**config.mk**
```make
export PLATFORM = sky130hd
export DESIGN_NAME = topm_iter_select
export DESIGN_NICKNAME = d
export VERILOG_FILES = /design/src/rtl/topm_pkg.sv /design/src/rtl/topm_dly.sv /design/src/rtl/topm_rank_sel.sv /design/src/rtl/topm_iter_select.sv
export SDC_FILE = /design/constraint.sdc
export NUM_CORES = 1
export LEC_CHECK = 0
export BUFFER_PORTS_ARGS = -buffer_cell sky130_fd_sc_hd__buf_2
export CORE_MARGIN = 3
export CORE_UTILIZATION = 50
export DETAILED_ROUTE_END_ITERATION = 16
export PLACE_DENSITY = 0.69
export REMOVE_ABC_BUFFERS = 1
export SLEW_MARGIN = 25
export SYNTH_ARGS = -nofsm -noshare
export SYNTH_HDL_FRONTEND = slang
export SYNTH_SLANG_ARGS = --single-unit
```
**constraint.sdc**
```tcl
create_clock -name clk -period 7.3 [get_ports clk]
set_input_delay 1.46 -clock clk [delete_from_list [all_inputs] [get_ports clk]]
set_output_delay 1.46 -clock clk [all_outputs]
set_load 0.02 [all_outputs]
```
**src/rtl/topm_pkg.sv**
```systemverilog
package topm_pkg;

    // Default geometry: 10-bit values, 4 fresh + 4 feedback lanes, 1 core output stage
    localparam int DEF_W = 10;
    localparam int DEF_G = 4;
    localparam int DEF_S = 4;
    localparam int DEF_Q = 1;

    typedef enum logic [1:0] {
        PH_IDLE  = 2'd0,
        PH_WARM  = 2'd1,
        PH_RUN   = 2'd2,
        PH_DRAIN = 2'd3
    } phase_e;

endpackage

```
**src/rtl/topm_dly.sv**
```systemverilog
module topm_dly #(
    parameter int WIDTH = 8,
    parameter int DEPTH = 1
) (
    input  logic             clk,
    input  logic             rst,
    input  logic             clr,
    input  logic [WIDTH-1:0] d,
    output logic [WIDTH-1:0] q
);
    logic [WIDTH-1:0] stg [DEPTH];

    always_ff @(posedge clk) begin
        if (rst || clr) begin
            for (int i = 0; i < DEPTH; i++) stg[i] <= '0;
        end else begin
            stg[0] <= d;
            for (int i = 1; i < DEPTH; i++) stg[i] <= stg[i-1];
        end
    end

    assign q = stg[DEPTH-1];
endmodule

```
**src/rtl/topm_rank_sel.sv**
```systemverilog
module topm_rank_sel #(
    parameter int W = 10,
    parameter int R = 8,
    parameter int S = 4
) (
    input  logic           clk,
    input  logic           rst,
    input  logic [R*W-1:0] in_flat,
    output logic [S*W-1:0] out_flat
);
    localparam int RW = (R > 1) ? $clog2(R) : 1;

    logic [W-1:0]  v    [R];
    logic [RW-1:0] rank [R];
    logic [R-1:0]  keep;

    for (genvar i = 0; i < R; i++) begin : g_unpack
        assign v[i] = in_flat[i*W +: W];
    end

    // Unique rank: ties broken by lane index, so exactly S lanes are kept
    always_comb begin
        for (int i = 0; i < R; i++) begin
            rank[i] = '0;
            for (int j = 0; j < R; j++) begin
                if (j != i && ((v[j] > v[i]) || (v[j] == v[i] && j < i)))
                    rank[i] = rank[i] + RW'(1);
            end
            keep[i] = (rank[i] < RW'(S));
        end
    end

    for (genvar k = 0; k < S; k++) begin : g_out
        always_comb begin
            out_flat[k*W +: W] = '0;
            for (int i = 0; i < R; i++) begin
                if (rank[i] == RW'(k)) out_flat[k*W +: W] = out_flat[k*W +: W] | v[i];
            end
        end
    end

    AST_KEEP_COUNT: assert property (@(posedge clk) disable iff (rst)
        $countones(keep) == S);
endmodule

```
**src/rtl/topm_iter_select.sv**
```systemverilog
module topm_iter_select
    import topm_pkg::*;
#(
    parameter int W     = DEF_W,
    parameter int G     = DEF_G,
    parameter int S     = DEF_S,
    parameter int Q     = DEF_Q,
    parameter int CNT_W = 16
) (
    input  logic             clk,
    input  logic             rst,
    input  logic             start_i,
    input  logic [CNT_W-1:0] cnt_i,
    input  logic             in_valid_i,
    output logic             in_ready_o,
    input  logic [G*W-1:0]   in_data_i,
    output logic             done_o,
    output logic [S*W-1:0]   res_o
);
    localparam int R  = G + S;
    localparam int L  = Q + 1;              // ring slots = pass latency
    localparam int LW = $clog2(L + 1);

    initial begin
        if (G < S || Q < 1) $error("topm_iter_select needs G >= S and Q >= 1");
    end

    phase_e           ph;
    logic [CNT_W-1:0] grp_total, grp_cnt;
    logic [LW-1:0]    warm_cnt, live;
    logic [S*W-1:0]   acc;
    logic             acc_v;

    logic             clr, take, finish, capture, merge;
    logic             core_v;
    logic [R*W-1:0]   core_in;
    logic [R*W:0]     s0_q;
    logic [S*W-1:0]   sel_out;
    logic [S*W:0]     pipe_q;
    logic             fb_v;
    logic [S*W-1:0]   fb, fb_d;

    assign clr  = (ph == PH_IDLE) && start_i;
    assign fb_v = pipe_q[S*W];
    assign fb   = pipe_q[S*W-1:0];
    assign fb_d = fb_v ? fb : '0;

    assign in_ready_o = ((ph == PH_WARM) || (ph == PH_RUN)) && (grp_cnt != grp_total);
    assign take       = in_ready_o && in_valid_i;
    assign finish     = (ph == PH_DRAIN) && (live == LW'(1)) && acc_v;

    // Core input assembly: fresh lanes low, fed-back survivors high
    always_comb begin
        core_v  = 1'b0;
        core_in = '0;
        capture = 1'b0;
        merge   = 1'b0;
        case (ph)
            PH_WARM, PH_RUN: begin
                core_v               = 1'b1;
                core_in[G*W-1:0]     = take ? in_data_i : '0;
                core_in[R*W-1:G*W]   = fb_d;
            end
            PH_DRAIN: begin
                if (!finish && fb_v) begin
                    if (acc_v) begin
                        merge              = 1'b1;
                        core_v             = 1'b1;
                        core_in[S*W-1:0]   = acc;
                        core_in[R*W-1:G*W] = fb;
                    end else begin
                        capture = 1'b1;
                    end
                end
            end
            default: ;
        endcase
    end

    topm_dly #(.WIDTH(R*W+1), .DEPTH(1)) i_in_stage (
        .clk(clk), .rst(rst), .clr(clr), .d({core_v, core_in}), .q(s0_q)
    );

    topm_rank_sel #(.W(W), .R(R), .S(S)) i_sel (
        .clk(clk), .rst(rst), .in_flat(s0_q[R*W-1:0]), .out_flat(sel_out)
    );

    topm_dly #(.WIDTH(S*W+1), .DEPTH(Q)) i_out_stage (
        .clk(clk), .rst(rst), .clr(clr), .d({s0_q[R*W], sel_out}), .q(pipe_q)
    );

    always_ff @(posedge clk) begin
        if (rst) begin
            ph        <= PH_IDLE;
            grp_total <= '0;
            grp_cnt   <= '0;
            warm_cnt  <= '0;
            live      <= '0;
            acc       <= '0;
            acc_v     <= 1'b0;
            done_o    <= 1'b0;
        end else begin
            done_o <= 1'b0;
            case (ph)
                PH_IDLE: begin
                    if (start_i) begin
                        grp_total <= CNT_W'(cnt_i / G);
                        grp_cnt   <= '0;
                        warm_cnt  <= '0;
                        acc       <= '0;
                        acc_v     <= 1'b0;
                        ph        <= PH_WARM;
                    end
                end
                PH_WARM: begin
                    grp_cnt  <= grp_cnt + CNT_W'(take);
                    warm_cnt <= warm_cnt + LW'(1);
                    if (warm_cnt == LW'(L - 1)) ph <= PH_RUN;
                end
                PH_RUN: begin
                    grp_cnt <= grp_cnt + CNT_W'(take);
                    if (grp_cnt == grp_total) begin
                        ph   <= PH_DRAIN;
                        live <= LW'(L);
                    end
                end
                PH_DRAIN: begin
                    if (finish) begin
                        ph     <= PH_IDLE;
                        done_o <= 1'b1;
                    end else if (capture) begin
                        acc   <= fb;
                        acc_v <= 1'b1;
                    end else if (merge) begin
                        acc_v <= 1'b0;
                        live  <= live - LW'(1);
                    end
                end
                default: ph <= PH_IDLE;
            endcase
        end
    end

    assign res_o = acc;

    AST_DONE_PULSE: assert property (@(posedge clk) disable iff (rst)
        done_o |=> !done_o);
    AST_IDLE_HOLD: assert property (@(posedge clk) disable iff (rst)
        (ph == PH_IDLE && !start_i) |=> $stable(res_o));
    AST_DONE_CLOSED: assert property (@(posedge clk) disable iff (rst)
        done_o |-> !in_ready_o);
    AST_LIVE_RANGE: assert property (@(posedge clk) disable iff (rst)
        (ph == PH_DRAIN) |-> (live >= LW'(1) && live <= LW'(L)));
    AST_GRP_BOUND: assert property (@(posedge clk) disable iff (rst)
        (ph != PH_IDLE) |-> (grp_cnt <= grp_total));
endmodule

```
# Yosys cells after proc, flatten, opt, wreduce, memory -nomap -nowiden
# Memories as Yosys holds them, arrays and structs flattened.
# Cells that the tools add are included.
# word_totals
memories,2
regBits,78
latch_bits,0
mem_bits_ro,0
out_inout_bits,42
in_bits,60
mem_bits_rw,122
# classes
mul,0
muxes,131
n_reduce_logical,61
shift,0
order_cmp,56
n_eq_ne,68
n_bitwise,29
n_div,0
addsub,51
# mem_list
name,depth,width,rd,rd_clocked_by_memory_dff,write_ports,line_no,source
i_in_stage.stg,1,81,1,0,1,topm_dly.sv:11,logic [WIDTH-1:0] stg [DEPTH];
i_out_stage.stg,1,41,1,0,1,topm_dly.sv:11,
# ops
cell,count
$gt 10x10->1,56
$mux 10,32
$eq 10x10->1,28
$or 10x10->10,28
$mux 40,5
$mux 80,2
$pmux 80 s2,1
$add 3x1->3 const B,48
$mux 3,48
$mux 81,1
$reduce_or 81->1,1
$pmux 40 s2,1
$eq 3x2->1 const B,16
$mux 41,1
$reduce_or 41->1,1
$pmux 16 s2,1
$logic_or 1x1->1,30
$eq 3x1->1 const B,8
$logic_not 3->1,8
$mux 1,24
$mux 2,9
$add 16x1->16,1
$eq 16x14->1,1
$mux 16,1
20 further kinds,44

# Logic depth before layout (Yosys ltp)
# Gate-level depths: netlist of the first run.
# An unclocked memory read counts as a cell.
# logic_depth
ltp_word,32
ltp_mapped,32
mapped_depth_nobuf,31

# By module
# From an unflattened synthesis of the first run, not the netlist that was laid out.
# unflattened
cells_unflattened,2303
hier_area_um2,20494.7
# modules_own_cells
mod,seq_area_each_um2,cells_each,area_per_inst_um2,instances
topm_rank_sel,0.0,1553,12204.2,1
topm_iter_select,1561.5,478,4020.1,1
topm_dly (i_in_stage),1621.6,180,2832.7,1
topm_dly (i_out_stage),820.8,92,1437.6,1

# Least setup slack after synthesis of the first run
# OpenSTA, ideal clock, no wires.
# synth_path
kind,reg-to-reg
from,mem i_in_stage.stg[0][9] (netlist bit)
to,mem i_out_stage.stg[0][19] (netlist bit)
n_path_buf,1
t_required_ns,7.161
setup_ns,0.139
arrival_time_ns,6.067
stages_incl_launch_ff,31
path_slack_ns,1.094
cell_sequence,dfxtp_1 inv_1 ha_1 nand4_1 nor3_1 a21oi_1 a31oi_1 inv_1 ha_1 xnor2_2 ha_1 nor2_1 a21oi_1 ha_1 mux2_1 or3_4 ha_1 inv_1 nand3_1 o41ai_4 inv_1 ha_1 a21boi_0 a211oi_1 o211ai_1 and3_1 o221ai_2 buf_4 nor3_1 a2111oi_1 a41oi_1
# synth_via
elab_chain_cells,32
word_cells_on_any_way,157
# synth_lines
element,line_no,source
start: declaration,topm_dly.sv:11,
$mem_v2 1x81 (*),-,
$gt 10x10->1,topm_rank_sel.sv:26,if (j != i && ((v[j] > v[i]) || (v[j] == v[i] && j < i)))
$mux 1,topm_rank_sel.sv:26,
$add 3x1->3,topm_rank_sel.sv:27,rank[i] = rank[i] + RW'(1);
$mux 3,topm_rank_sel.sv:26,
$add 3x1->3,topm_rank_sel.sv:27,
$mux 3,topm_rank_sel.sv:26,
$add 3x1->3,topm_rank_sel.sv:27,
(+16 left out),-,
$mux 10,topm_rank_sel.sv:37,if (rank[i] == RW'(k)) out_flat[k*W +: W] = out_flat[k*W +: W] | v[i];
$or 10x10->10,topm_rank_sel.sv:37,
$mux 10,topm_rank_sel.sv:37,
$or 10x10->10,topm_rank_sel.sv:37,
$mux 10,topm_rank_sel.sv:37,
$or 10x10->10,topm_rank_sel.sv:37,
$mux 10 (*),topm_rank_sel.sv:37,
$mux 41 (no source line) (*),-,
end: declaration,topm_dly.sv:11,
# Every way passes the cells marked *; elsewhere a longest branch is shown, timed or not.

# Final worst setup path of the first run
# layout_path
from,mem i_in_stage.stg[0][14] (netlist bit)
to,mem i_out_stage.stg[0][2] (netlist bit)
# layout_via
elab_chain_cells,32
word_cells_on_any_way,145
# layout_lines
element,line_no
$mem_v2 1x81 (*),-
$gt 10x10->1,topm_rank_sel.sv:26
$mux 1,topm_rank_sel.sv:26
$add 3x1->3,topm_rank_sel.sv:27
$mux 3,topm_rank_sel.sv:26
$add 3x1->3,topm_rank_sel.sv:27
$mux 3,topm_rank_sel.sv:26
$add 3x1->3,topm_rank_sel.sv:27
(+16 left out),-
$mux 10,topm_rank_sel.sv:37
$or 10x10->10,topm_rank_sel.sv:37
$mux 10,topm_rank_sel.sv:37
$or 10x10->10,topm_rank_sel.sv:37
$mux 10,topm_rank_sel.sv:37
$or 10x10->10,topm_rank_sel.sv:37
$mux 10 (*),topm_rank_sel.sv:37
$mux 41 (no source line) (*),-
# Marked as above.

==> results of run 1 <==
[critical path: stages (launching register included)]
cell and delay (ns):
dfxtp_1 0.74, ha_1 0.37, and4_1 0.22, a221o_1 0.35, a21oi_1 0.46, nand2b_1 0.30, ha_1 0.28, or3b_2 0.49
o21a_1 0.13, ha_1 0.27, nand2_1 0.08, and2_1 0.15, inv_1 0.05, ha_1 0.27, inv_1 0.08, mux2i_1 0.07
ha_1 0.30, nand2_1 0.05, nand2_1 0.10, ha_1 0.14, nand2_1 0.06, xor3_1 0.39, xnor2_1 0.18, buf_4 0.15
buf_4 0.19, and3b_1 0.55, a22oi_1 0.18, a41oi_2 0.32
[registers in the layout, indices dropped and copies added (netlist names)]
name / cells
warm_cnt: 2
grp_total: 14
live: 2
done_o: 1
i_out_stage.stg: 41
acc_v: 1
ph: 2
grp_cnt: 16
i_in_stage.stg: 81
res_o: 40
[cell usage in the layout (no fill, tap or decap), drive strengths merged, types with 47 or more instances in the layout]
cell / synthesis / layout
nand2: 201 / 201
inv: 144 / 151
nand3: 67 / 67
ha: 335 / 335
a21oi: 143 / 143
nor3: 59 / 59
and3: 54 / 54
nor2: 114 / 114
dfxtp: 200 / 200
nand4: 67 / 67
o21ai: 47 / 47
xnor2: 49 / 49
buf: 11 / 259
a22oi: 91 / 91
[final cells by class]
class                   count  area share [%]
clock buffers              19           2.122
clock inverters            13          0.5216
inverters                 144           2.590
multi-input cells        1713           64.35
flip-flops and latches    200           19.19
well taps                 461           2.764
repair buffers            259           8.466
[power breakdown]
| group | switching (mW) | internal [mW] | leakage, nW |
|---|---|---|---|
| registers | 0.0401 | 1.14 | 1.61 |
| logic | 4.02 | 2.06 | 7.19 |
| clock network | 0.457 | 0.456 | 0.269 |
[kinds of logic after synthesis]
kind of cell	after synthesis	synth area share [%]
simple gates	672	18.80
mux	14	0.8168
buf+inv	230	4.860
xor+xnor	87	5.876
fa+ha+maj	335	22.99
flops	200	21.96
compound gates	605	24.69
[per-stage QoR]
step	cell area [um2]	power, mW	setup WS, ns	hold WS (ns)
floorplan	17880	4.478	0.8009	0.3936
global placement	20250	6.855	0.3908	0.4008
detailed placement	20290	6.969	0.3590	0.4043
CTS	20840	7.893	0.3226	0.4131
global route	20870	8.472	0.02588	0.4473
finish	20870	8.175	0.2411	0.4122
[metal layers]
metal | vias up | track usage (%) | wire (um)
li1 | 8491 | - | -
met1 | 8898 | 48.57 | 29720
met5 | - | 0.3704 | 0
met2 | 1213 | 56.39 | 30700
met3 | 395 | 11.59 | 9400
met4 | 0 | 26.90 | 6595
[cells in the mapped netlist, drive strengths merged (13+ instances only)]
library cell  instances  area [um2]
a2111oi              15       176.4
a211oi               33       257.7
a21o                 44       330.3
a21oi               143       719.4
a221oi               14       128.9
a22oi                91       683.2
a41oi                40       425.4
and3                 54       344.1
clkbuf               75       281.5
dfxtp               200        4004
ha                  335        4192
inv                 144       540.5
nand2               201       754.5
nand2b               27       176.4
nand3                67       335.3
nand4                67       419.2
nor2                114       432.9
nor2b                18       112.6
nor3                 59       310.3
o211ai               35       272.8
o21a                 17       127.6
o21ai                47       239.0
o21bai               13       97.59
o32ai                21       183.9
or3                  13       86.33
xnor2                49       478.0
xor2                 20       175.2
[final timing paths]
| kind | endpoint | slack (ns) | cells past startpoint |
|---|---|---|---|
| max | i_out_stage.stg[0][2] | 0.24 | 27 |
| min | i_out_stage.stg[0][40] | 0.41 | 2 |
| max reg2reg | i_out_stage.stg[0][2] | 0.24 | 27 |
| min reg2reg | i_out_stage.stg[0][40] | 0.41 | 2 |
==> impl_metrics.yaml, run 1 <==
status:
  status: "complete, no violations"
sta:
  tightest_slew_ns: 1.102
  relSlewSlack_pct: 26.31
  tns_ns: 0
  hold_viol_final: 0
  fmaxAchievable_ghz: 0.1417
  rsz0062_at_grt: "false"
  period_needed_ns: 7.059
  finalMaxSlewViolations: 0
  worst_clock_skew_ns: 0.01972
  setup_viol: 0
  fin_crit_sh_pct: 96.70
placed_design:
  io_buffer_count: 99
  place_inst: 2776
  dpl.hpwl_um: 58240
  place_congestion: 1.110
synthesis:
  async_flop_share_pct: 0
  syn_inst: 2143
  synth_ff_type: "dfxtp_1"
  syn_area_um2: 18230
  synth_edf_count: 0
  ys_seq_elements: 200
  synth.distinct_cells: 103
  yosys_warnings: 0
  syn_avg_cell_area_um2: 8.506
  seq_area_frac_synth_pct: 21.96
hold_path:
  holdCritStartpoint: "i_in_stage.stg[0][80]"
  hold_path.class: "reg -> reg"
grt:
  grt_max_degree: 69
  grt_pass1_vias: 18380
  grt_util_all_layers_pct: 38.55
  grt_antenna_before_repair: 0
  grt_pass1_wl_um: 113100
  grt_overflow: 0
setup_path:
  cp_data_arrival_time_ns: 7.40
  r2r_start: "i_in_stage.stg[0][14]"
  path_class: "reg -> reg"
  crit_path_start_kind: "flip-flop"
  endpoint_kind: "flip-flop"
  crit_fanout: 12
  required_ns: 7.65
  startpoint: "i_in_stage.stg[0][14]"
run:
  drv_cap: 0
layout:
  drive_gt1_share_pct: 15.55
  multi_input_area_um2: 13430
  fin_util_pct: 58.39
  syn_to_final_growth_pct: 14.48
  n_fill_cell: 3282
  regArea_um2: 4004
  fin_cells: 2809
  final_nets: 2730
  diodes: 0
cts:
  post_cts_buffers: 0
  cts_tree: "yes"
  post_cts_resized: 0
  h-tree-depth: 4
  clockRootBuffer: "clkbuf_16"
  cts.reportedPaths.clkPinSlew_ns: 0.07
  postCtsHoldBufs: 0
  cts_buffers: 17
  cts_max_path_buffers: 2
  insertion_delay_ns: 0.46
  clock_sinks: 200
routing:
  wl_per_cell_um: 27.20
  drc: 0
  vias: 19000
  totalWireLength_um: 76420
  first_pass_iters: 6
  drtIter0Drc: 2148
  ant_nets: 0
  drt-vias-per-instance: 6.763
floorplan:
  initial_core_util_pct: 51.00
  die-area_um2: 38790
  pin_count: 102
  rows: 69
  die_h_um: 196.9
  die-width_um: 196.9
  core_um2: 35740
power_and_ir_drop:
  leakage_nw: 9.072
  vdd_ir_drop_max_mv: 0.4147
  power_density_nw_per_um2: 391.7
(Power assumes the default switching activity.)
==> run 2: changes to the inputs <==
--- a/config.mk
+++ b/config.mk
@@ -6,8 +6,10 @@
 export NUM_CORES = 1
 export LEC_CHECK = 0
 export BUFFER_PORTS_ARGS = -buffer_cell sky130_fd_sc_hd__buf_2
+export CAP_MARGIN = 20
 export CORE_MARGIN = 3
 export CORE_UTILIZATION = 50
+export CTS_BUF_LIST = sky130_fd_sc_hd__clkbuf_8
 export DETAILED_ROUTE_END_ITERATION = 16
 export PLACE_DENSITY = 0.69
 export REMOVE_ABC_BUFFERS = 1
==> run 2 against run 1 <==
  * Count of clock-buffer cells in the layout decreased by 1
  * Fmax decreased by 0.27%
  * Via count increased by 0.33%
  * Sequential share of layout area increased by 0.17 points
  * Cell area decreased by 0.88%
  * Flip-flop and latch count unchanged
  * Wire length decreased by 0.34%
  * Core utilization decreased by 0.51 points
  * Critical path depth unchanged
  * Worst hold slack improved by 0.0045 ns
  * Critical endpoint unchanged
  * Non-clock buffer count unchanged
  * Critical path type unchanged
  * Largest power group unchanged
==> impl_metrics.yaml, run 2 (synthesized netlist as in run 1, its figures left out) <==
placed_design:
  place_inst: 2776
  dpl.hpwl_um: 58240
  io_buffer_count: 99
  place_congestion: 1.110
  dpl_cell_area_um2: 20290
  pre_cts_ws_ns: 0.3590
cts:
  cts.reportedPaths.clkPinSlew_ns: 0.11
  cts_tree: "yes"
  h-tree-depth: 4
  postCtsHoldBufs: 0
  cts_max_path_buffers: 2
  cts_buffers: 17
  clockRootBuffer: "clkbuf_8"
  post_cts_buffers: 0
  insertion_delay_ns: 0.50
  clock_sinks: 200
sta:
  setup_slack_ns: 0.2217
  finalMaxSlewViolations: 0
  relSlewSlack_pct: 23.84
  rsz0062_at_grt: "false"
  tns_ns: 0
  period_needed_ns: 7.078
  setup_viol: 0
  hold_viol_final: 0
  fmaxAchievable_ghz: 0.1413
  worst_clock_skew_ns: 0.02081
  holdWs_ns: 0.4167
  tightest_slew_ns: 1.139
  fin_crit_sh_pct: 96.96
routing:
  drtIter0Drc: 2136
  drt-vias-per-instance: 6.785
  ant_nets: 0
  totalWireLength_um: 76150
  drc: 0
  first_pass_iters: 7
  vias: 19060
  wl_per_cell_um: 27.11
layout:
  fin_area_um2: 20680
  final_nets: 2730
  drive_gt1_share_pct: 15.59
  layout_common_cells: "335 x ha_1, 201 x nand2_1, 200 x dfxtp_1"
  multi_input_area_um2: 13440
  n_fill_cell: 3308
  fin_util_pct: 57.87
  top_register: "i_in_stage.stg"
  largest_reg_flops: 81
  fin_cells: 2809
  final_common_cell: "ha_1"
  regArea_um2: 4004
  syn_to_final_growth_pct: 13.47
  diodes: 0
power_and_ir_drop:
  leakage_nw: 8.988
  power_density_nw_per_um2: 383.0
  fin_total_pwr_mw: 7.921
  vdd_ir_drop_max_mv: 0.4080
grt:
  grt_antenna_before_repair: 0
  grt_overflow: 0
  grt_max_degree: 69
  grt_pass1_wl_um: 112600
  grt_util_all_layers_pct: 38.41
  grt_pass1_vias: 18390
setup_path:
  cp_num_buf_inv: 4
  crit_path_start_kind: "flip-flop"
  cp_data_arrival_time_ns: 7.47
  max_stage_delay_ns: 0.75
  cpMaxStageDelayCell: "dfxtp_1"
  worst_path_most_repeated_cell: "ha_1"
  crit_fanout: 12
  path_class: "reg -> reg"
  required_ns: 7.69
  cpLargestDelayFamily: "simple AND/OR/NAND/NOR gates"
  endpoint_kind: "flip-flop"
floorplan:
  die_h_um: 196.9
  die-width_um: 196.9
  core_um2: 35740
  rows: 69
  pin_count: 102
  die-area_um2: 38790
  initial_core_util_pct: 51.00
status:
  status: "complete, no violations"
hold_path:
  hold_path.class: "reg -> reg"
run:
  drv_cap: 0
run 2: changes by cell type in the layout (fill, tap and decap cells not counted), sizes merged:
cell,previous run,this run
inv,151,152
clkbuf,19,18
run 2: layout make-up:
cell class | count | area share [%]
Clock buffer | 18 | 1.198
Clock inverter | 14 | 0.5444
Inverter | 144 | 2.613
Multi-Input combinational cell | 1713 | 64.96
Sequential cell | 200 | 19.36
Tap cell | 461 | 2.789
Timing Repair Buffer | 259 | 8.541
run 2: final timing paths:
kind	start	to	slack, ns	cells past startpoint
max reg2reg	i_in_stage.stg[0][11]	i_out_stage.stg[0][2]	0.22	27
min	i_in_stage.stg[0][80]	i_out_stage.stg[0][40]	0.42	2
max	i_in_stage.stg[0][11]	i_out_stage.stg[0][2]	0.22	27
min reg2reg	i_in_stage.stg[0][80]	i_out_stage.stg[0][40]	0.42	2
run 2: where the power goes:
group / total, mW / internal [mW] / switching [mW] / leakage (nW)
Clock: 0.677 / 0.253 / 0.423 / 0.186
Combinational: 6.07 / 2.06 / 4.00 / 7.19
Sequential: 1.18 / 1.14 / 0.0403 / 1.61
Total: 7.92 / 3.45 / 4.47 / 8.99
run 2: metal layers:
metal / share of wire, % / routed length (um) / GRT usage [%]
met3: 12 / 9233 / 11.38
met2: 40 / 30490 / 56.45
met5: 0 / 0 / 0
met1: 39 / 29720 / 48.44
met4: 8.8 / 6707 / 26.45
run 2: worst min-delay path, delay by kind of cell, from the launching register on:
family                 cells  cell delay [ns]
AND/OR/NAND/NOR            1             0.04
flip-flops                 1             0.31
buffers and inverters      1             0.04
run 2: what timing repair did:
item,4_1_cts,5_1_grt
endpoints found under the hold margin,0,0
resized for setup,0,3
setup endpoints to repair,0,8
